$ cat src/rtl/hcp_pkg.sv
package hcp_pkg;

  // Host window offsets whose values the decode depends on
  localparam int HOFS_RUN    = 0;
  localparam int HOFS_TAKE   = 1;
  localparam int HOFS_PUT    = 2;
  localparam int HOFS_PEEK   = 3;
  localparam int HOFS_HALT   = 6;

  // Decoded host operation for one strobe cycle
  typedef struct packed {
    logic run;      // release coprocessor
    logic halt;     // hold coprocessor in reset
    logic put;      // load inbound mailbox
    logic take;     // read outbound mailbox
    logic peek;     // read outbound status
    logic idle_rd;  // read of an unused odd offset
  } host_op_t;

endpackage

$ cat src/rtl/hcp_host_decode.sv
module hcp_host_decode
  import hcp_pkg::*;
#(
  parameter int OFS_W = 3
) (
  input  logic             sel,
  input  logic [OFS_W-1:0] ofs,
  output host_op_t         op
);

  localparam logic [OFS_W-1:0] K_RUN  = OFS_W'(HOFS_RUN);
  localparam logic [OFS_W-1:0] K_TAKE = OFS_W'(HOFS_TAKE);
  localparam logic [OFS_W-1:0] K_PUT  = OFS_W'(HOFS_PUT);
  localparam logic [OFS_W-1:0] K_PEEK = OFS_W'(HOFS_PEEK);
  localparam logic [OFS_W-1:0] K_HALT = OFS_W'(HOFS_HALT);

  logic is_read;

  always_comb begin
    // offset bit 0 stands in for the missing direction line
    is_read    = ofs[0];
    op.run     = sel && (ofs == K_RUN);
    op.halt    = sel && (ofs == K_HALT);
    op.put     = sel && !is_read && (ofs == K_PUT);
    op.take    = sel && is_read && (ofs == K_TAKE);
    op.peek    = sel && is_read && (ofs == K_PEEK);
    op.idle_rd = sel && is_read && (ofs != K_TAKE) && (ofs != K_PEEK);
  end

  // at most one host operation per strobe
  always_comb begin
    a_one_op_r11: assert ($countones(op) <= 1)
      else $error("host decode produced several operations");
  end

endmodule

$ cat src/rtl/hcp_mbox_slot.sv
module hcp_mbox_slot #(
  parameter int DW = 8
) (
  input  logic          clk,
  input  logic          rst,
  input  logic          wr,
  input  logic [DW-1:0] wdata,
  input  logic          rd,
  output logic [DW-1:0] data,
  output logic          full
);

  always_ff @(posedge clk) begin
    if (rst) begin
      data <= '0;
      full <= 1'b0;
    end else begin
      if (wr) data <= wdata;
      // a fill in the same cycle as a drain wins
      if (wr)      full <= 1'b1;
      else if (rd) full <= 1'b0;
    end
  end

  p_fill_r9: assert property (@(posedge clk) disable iff (rst)
    wr |=> full && (data == $past(wdata)));

  p_drain_r8: assert property (@(posedge clk) disable iff (rst)
    rd && !wr |=> !full);

  p_collide_r10: assert property (@(posedge clk) disable iff (rst)
    wr && rd |=> full);

  p_hold_r11: assert property (@(posedge clk) disable iff (rst)
    !wr && !rd |=> $stable(full) && $stable(data));

endmodule

$ cat src/rtl/hcp_reset_ctl.sv
module hcp_reset_ctl (
  input  logic clk,
  input  logic rst,
  input  logic run,
  input  logic halt,
  output logic cop_reset_n
);

  always_ff @(posedge clk) begin
    if (rst)       cop_reset_n <= 1'b0;
    else if (run)  cop_reset_n <= 1'b1;
    else if (halt) cop_reset_n <= 1'b0;
  end

  p_held_r1: assert property (@(posedge clk)
    rst |=> !cop_reset_n);

  p_release_r2: assert property (@(posedge clk) disable iff (rst)
    run |=> cop_reset_n);

  p_stop_r3: assert property (@(posedge clk) disable iff (rst)
    halt && !run |=> !cop_reset_n);

  p_sticky_r2: assert property (@(posedge clk) disable iff (rst)
    !run && !halt |=> $stable(cop_reset_n));

endmodule

$ cat src/rtl/hcp_mailbox.sv
module hcp_mailbox
  import hcp_pkg::*;
#(
  parameter int DW    = 8,
  parameter int OFS_W = 3
) (
  input  logic             clk,
  input  logic             rst,
  input  logic             host_sel,
  input  logic [OFS_W-1:0] host_ofs,
  input  logic [DW-1:0]    host_wdata,
  output logic [DW-1:0]    host_rdata,
  input  logic             cop_wr,
  input  logic             cop_rd,
  input  logic             cop_port0,
  input  logic [DW-1:0]    cop_wdata,
  output logic [DW-1:0]    cop_rdata,
  output logic             cop_reset_n
);

  localparam logic [DW-2:0] FILL = {(DW-1){1'b1}};

  host_op_t       hop;
  logic           c_put, c_take, c_peek;
  logic [DW-1:0]  in_data, out_data;
  logic           in_full, out_full;

  hcp_host_decode #(.OFS_W(OFS_W)) u_dec (
    .sel (host_sel),
    .ofs (host_ofs),
    .op  (hop)
  );

  always_comb begin
    c_put  = cop_wr && !cop_port0;
    c_take = cop_rd && !cop_port0;
    c_peek = cop_rd &&  cop_port0;
  end

  // host -> coprocessor
  hcp_mbox_slot #(.DW(DW)) u_inbox (
    .clk   (clk),
    .rst   (rst),
    .wr    (hop.put),
    .wdata (host_wdata),
    .rd    (c_take),
    .data  (in_data),
    .full  (in_full)
  );

  // coprocessor -> host
  hcp_mbox_slot #(.DW(DW)) u_outbox (
    .clk   (clk),
    .rst   (rst),
    .wr    (c_put),
    .wdata (cop_wdata),
    .rd    (hop.take),
    .data  (out_data),
    .full  (out_full)
  );

  hcp_reset_ctl u_rst (
    .clk         (clk),
    .rst         (rst),
    .run         (hop.run),
    .halt        (hop.halt),
    .cop_reset_n (cop_reset_n)
  );

  always_ff @(posedge clk) begin
    if (rst) begin
      host_rdata <= '0;
    end else if (hop.take) begin
      host_rdata <= out_data;
    end else if (hop.peek) begin
      host_rdata <= {out_full, FILL};
    end else if (hop.idle_rd) begin
      host_rdata <= '1;
    end
  end

  always_ff @(posedge clk) begin
    if (rst) begin
      cop_rdata <= '0;
    end else if (c_take) begin
      cop_rdata <= in_data;
    end else if (c_peek) begin
      cop_rdata <= {in_full, FILL};
    end
  end

  p_host_status_r6: assert property (@(posedge clk) disable iff (rst)
    hop.peek |=> (host_rdata[DW-1] == $past(out_full)) && (host_rdata[DW-2:0] == FILL));

  p_host_take_r5: assert property (@(posedge clk) disable iff (rst)
    hop.take |=> (host_rdata == $past(out_data)) && !out_full || $past(c_put));

  p_cop_take_r8: assert property (@(posedge clk) disable iff (rst)
    c_take |=> cop_rdata == $past(in_data));

  p_unused_r11: assert property (@(posedge clk) disable iff (rst)
    hop.idle_rd |=> host_rdata == '1);

  p_odd_write_r7: assert property (@(posedge clk) disable iff (rst)
    cop_wr && cop_port0 && !hop.take |=> $stable(out_full) && $stable(out_data));

endmodule

$ cat config.mk
export PLATFORM = sky130hd
export DESIGN_NAME = hcp_mailbox
export DESIGN_NICKNAME = d
export VERILOG_FILES = /design/src/rtl/hcp_pkg.sv /design/src/rtl/hcp_host_decode.sv /design/src/rtl/hcp_mbox_slot.sv /design/src/rtl/hcp_reset_ctl.sv /design/src/rtl/hcp_mailbox.sv
export SDC_FILE = /design/constraint.sdc
export NUM_CORES = 1
export LEC_CHECK = 0
export ABC_AREA = 1
export BUFFER_PORTS_ARGS = -buffer_cell sky130_fd_sc_hd__buf_4
export CAP_MARGIN = 30
export CORE_AREA = 2 2 56 58
export CTS_BUF_LIST = sky130_fd_sc_hd__clkbuf_8
export DETAILED_ROUTE_END_ITERATION = 10
export DIE_AREA = 0 0 58 60
export PLACE_DENSITY = 0.82
export REMOVE_ABC_BUFFERS = 1
export SLEW_MARGIN = 0
export SYNTH_ARGS = -nofsm -noshare
export SYNTH_HDL_FRONTEND = slang
export SYNTH_SLANG_ARGS = --single-unit
$ cat constraint.sdc
create_clock -name clk -period 0.93 [get_ports clk]
set_clock_uncertainty 0.1 [all_clocks]
set_input_delay 0.093 -clock clk [delete_from_list [all_inputs] [get_ports clk]]
set_output_delay 0.093 -clock clk [all_outputs]
set_load 0.03 [all_outputs]
==> results.md <==
STA:
- Dividing the final minimum period by the clock period gives 1.02.
- The final hold violation count is 0.
- The worst path in the final design needs a cycle of around 950 ps, including I/O delays and setup.
- The final max-slew violation count came to 0.
- Based on the critical path, the design can be clocked at up to between 1000 and 1500 MHz.
- The worst relative slew slack is 0.822.
- Setup repair after global routing could not meet its margin everywhere.
- After routing, the total negative slack on setup checks comes to -123 ps.
- The transition at the pin with the smallest max-transition slack is roughly 270 ps.
- Setup slack on the critical path of the routed design comes to -22.9 ps.
- The count of endpoints failing setup in the final report is 15.

Logic synthesis:
- Among all cell types in the netlist, the one instantiated most often is sky130_fd_sc_hd__nor2_1.
- Yosys printed 0 warnings.
- The synthesized design contains 0 enable-type register cells.
- The share of synthesized registers carrying an async set or reset is 0.
- The top-area cell type share of the netlist area is 0.498.
- Sorting the synthesized cells by area gives the leading types as sky130_fd_sc_hd__dfxtp_1 50%, sky130_fd_sc_hd__nor2_1 13%, sky130_fd_sc_hd__nand2_1 8.0%.
- Among all flip-flop cells after synthesis, the most frequent one is sky130_fd_sc_hd__dfxtp_1.
- Summing every instance area after synthesis gives 0.00141 mm^2.
- Counting instances in the post-synthesis netlist gives the leading cell types as 47 x sky130_fd_sc_hd__nor2_1, 35 x sky130_fd_sc_hd__dfxtp_1, 30 x sky130_fd_sc_hd__nand2_1, 28 x sky130_fd_sc_hd__inv_1, 15 x sky130_fd_sc_hd__o21ai_0.
- For this run, the register share of the synthesized area comes to 0.498.
- Synthesis handed over a netlist of a little under 200 instances.
- In this run, synthesis produced a sequential element count of 35.
- Counting distinct cell types in the post-synthesis netlist gives 19.
- The most area-hungry cell type in the Yosys netlist is sky130_fd_sc_hd__dfxtp_1.
- A synthesized cell averages roughly 7.1 um^2.

Routing:
- The wire length reported by the detailed router is about 3.2 mm.
- The number of remaining DRC errors is 0.
- The remaining antenna violation count is 0.
- The first detailed-routing pass ran for 4 iterations.
- The detail-routed via count per cell is 4.76.
- The final route contains 1,353 vias.
- Dividing the detail-routed wire length by the instance count gives around 11 um.
- The DRC marker count from the first detailed-route iteration is 31.

Pwr:
- The leakage power is 0.988 nW.
- Of the total power, the share spent switching nets is 0.264.
- VDD sags by at most 0.00155 V.
- The switching power is between 0.8 and 0.9 mW.
- Power spread over the standard cell area amounts to 1670 mW/mm^2.
- The total power consumption of the routed design is between 3 and 4 mW.
- The share of power burned in registers is 0.495.
- The clock power share is 0.329.
- The internal power is around 2.4 mW.
- Of the total power, combinational logic draws 0.176.

Floorplanning:
- In this run the horizontal extent of the chip is about 58 um.
- The number of top-level pins is 42.
- The initialized floorplan defines 20 standard-cell rows.
- The initial cell density of the core is 0.484.
- The core area is about 0.0029 mm^2.
- The die outline area is 0.00348 mm^2.
- The die boundary height is around 60 um.

Clock network:
- The clock transition time at the flip-flop clock pins of the worst setup and hold paths is ~70 ps.
- TritonCTS built the clock tree.
- The H-tree level count is 2.
- Clock tree synthesis inserted a total of 5 buffers.
- The buffer type at the clock tree root is sky130_fd_sc_hd__clkbuf_8.
- At the later pin of the worst-skew pair, clock insertion delay measures 280 ps.
- The clock net in this run drives a total of 35 sinks.
- Counting along the longest clock path gives a buffer depth of 2.

Final layout:
- The layout net count is 276.
- Measured on the finished design, the core utilization comes to 0.686.
- The number of antenna repair diodes is 0.
- Compared with the post-synthesis result, the final layout area differs by 41.6%.
- The fraction of layout cells with a size suffix above 1 is 0.347.

Critical path:
- The cell family contributing the most delay on the critical path is flip-flops.
- STA puts the critical path data arrival time at around 760 ps.
- The largest stage delay on the critical path is 350 ps.
- STA puts the critical path data required time at 740 ps.
- The sort of element at the end of the critical path is a primary output.
- The critical path class is reg -> out.
- The number of buffer and inverter stages on the critical path is 1.
- The slowest cell on the critical path is sky130_fd_sc_hd__dfxtp_2.
- Traced cell by cell, the critical path runs through buf_6.
- The worst setup path is launched from a register.
- The highest net fanout along the worst path is 2.

GRT:
- Global routing finished with a remaining overflow of 0.
- The number of global-route vias before repair is roughly 1,200.
- The pin count of the biggest net entering global routing is 17.
- The first global-routing pass estimated approximately 5.3 mm of wire.
- Across every metal layer, demand over resource in global routing totals 0.204.
- The initial antenna violation count is 0.

Status:
- The flow ran to the end, but the final reports show violations.
- The final reports fail on setup timing.

Placed design:
- Buffers placed on the I/O ports in this run total 41.
- Detailed placement ended at an HPWL of approximately 2.2 mm.
- Routability-driven placement finished with a final weighted congestion of slightly below 0.8.
- The placement-stage worst setup slack is -47.6 ps.

Hold path:
- The class of the worst hold path is in -> reg.

Flow run:
- The tool flagged a number of max-cap violations equal to 0.
## worst reg2reg max path, stage by stage, from the launching register on
cell	delay [ps]
sky130_fd_sc_hd__dfxtp_2	330
sky130_fd_sc_hd__buf_4	120
sky130_fd_sc_hd__nor2_1	90
sky130_fd_sc_hd__nor2_1	50
sky130_fd_sc_hd__nand2_1	60
sky130_fd_sc_hd__inv_1	40
## stage by stage
step,area [um^2],hold slack [ps],cells
after CTS,1990,10.9,284
after global routing,1990,14.2,284
after detailed placement,1760,284,271
final,1990,9.79,284
after global placement,1760,274,271
after floorplan,1380,55.4,192
## flip-flops by register name, indices dropped and copies added (netlist names)
name,cells
u_outbox.full,1
cop_rdata,8
u_inbox.data,8
u_outbox.data,8
host_rdata,8
u_inbox.full,1
u_rst.cop_reset_n,1
## final cells by class
cell class / instances / area (um^2)
Timing Repair Buffer: 52 / 462
Multi-Input combinational cell: 125 / 558
Clock inverter: 1 / 5.00
Clock buffer: 6 / 82.6
Sequential cell: 35 / 722
Inverter: 32 / 121
Fill cell: 249 / 911
Tap cell: 33 / 41.3
## layer usage
layer	part of all wire	global-route usage	vias to the layer above	wire, um
met3	0.063	0.0779	5	199
met2	0.48	0.344	42	1500
li1	-	-	703	-
met5	0	0	-	0
met4	0.011	0.0698	0	36
met1	0.45	0.238	603	1420
## layout by cell type (no fill, tap or decap), types with 2 or more instances in the layout
master / instances
sky130_fd_sc_hd__nor2_1: 46
sky130_fd_sc_hd__buf_4: 32
sky130_fd_sc_hd__nand2_1: 30
sky130_fd_sc_hd__inv_1: 28
sky130_fd_sc_hd__dfxtp_1: 18
sky130_fd_sc_hd__dfxtp_2: 17
sky130_fd_sc_hd__buf_6: 17
sky130_fd_sc_hd__o21ai_0: 14
sky130_fd_sc_hd__a21oi_1: 12
sky130_fd_sc_hd__nand3_1: 10
sky130_fd_sc_hd__clkbuf_8: 6
sky130_fd_sc_hd__nand2_2: 4
sky130_fd_sc_hd__inv_2: 3
sky130_fd_sc_hd__nor2_2: 3
sky130_fd_sc_hd__dlygate4sd3_1: 3
sky130_fd_sc_hd__nor2_4: 2
sky130_fd_sc_hd__clkinv_2: 2
sky130_fd_sc_hd__o21ai_1: 2
## cell families after synthesis
family | Yosys count | share of synthesized area
AO/OA/AOI/OAI | 30 | 0.111
buffers and inverters | 37 | 0.107
AND/OR/NAND/NOR | 95 | 0.284
flip-flops | 35 | 0.498
## power by group through the flow
stage	Clock [mW]	Sequential [mW]	Combinational (mW)
6_report	1.09	1.65	0.586
5_1_grt	1.19	1.66	0.641
4_1_cts	1.10	1.65	0.583
3_5_place_dp	0	1.66	0.527
3_3_place_gp	0	1.66	0.518
2_1_floorplan	0	1.75	0.194
## final timing paths
| kind | start | cells after the start | endpoint | slack [ps] |
|---|---|---|---|---|
| setup / recovery | host_rdata[4] | 1 | host_rdata[4] | -20 |
| hold / removal | cop_wdata[4] | 3 | u_outbox.data[4] | 10 |
| setup reg to reg | host_rdata[3] | 5 | host_rdata[3] | 40 |
| hold reg to reg | u_outbox.data[4] | 2 | u_outbox.data[4] | 350 |
## what timing repair did
item,CTS,global route
pin swaps,0,2
setup buffers,3,0
resized for setup,34,2
endpoints found under the hold margin,3,0
hold buffers,3,0
endpoints found under the setup margin,17,19
(Power assumes the default switching activity.)
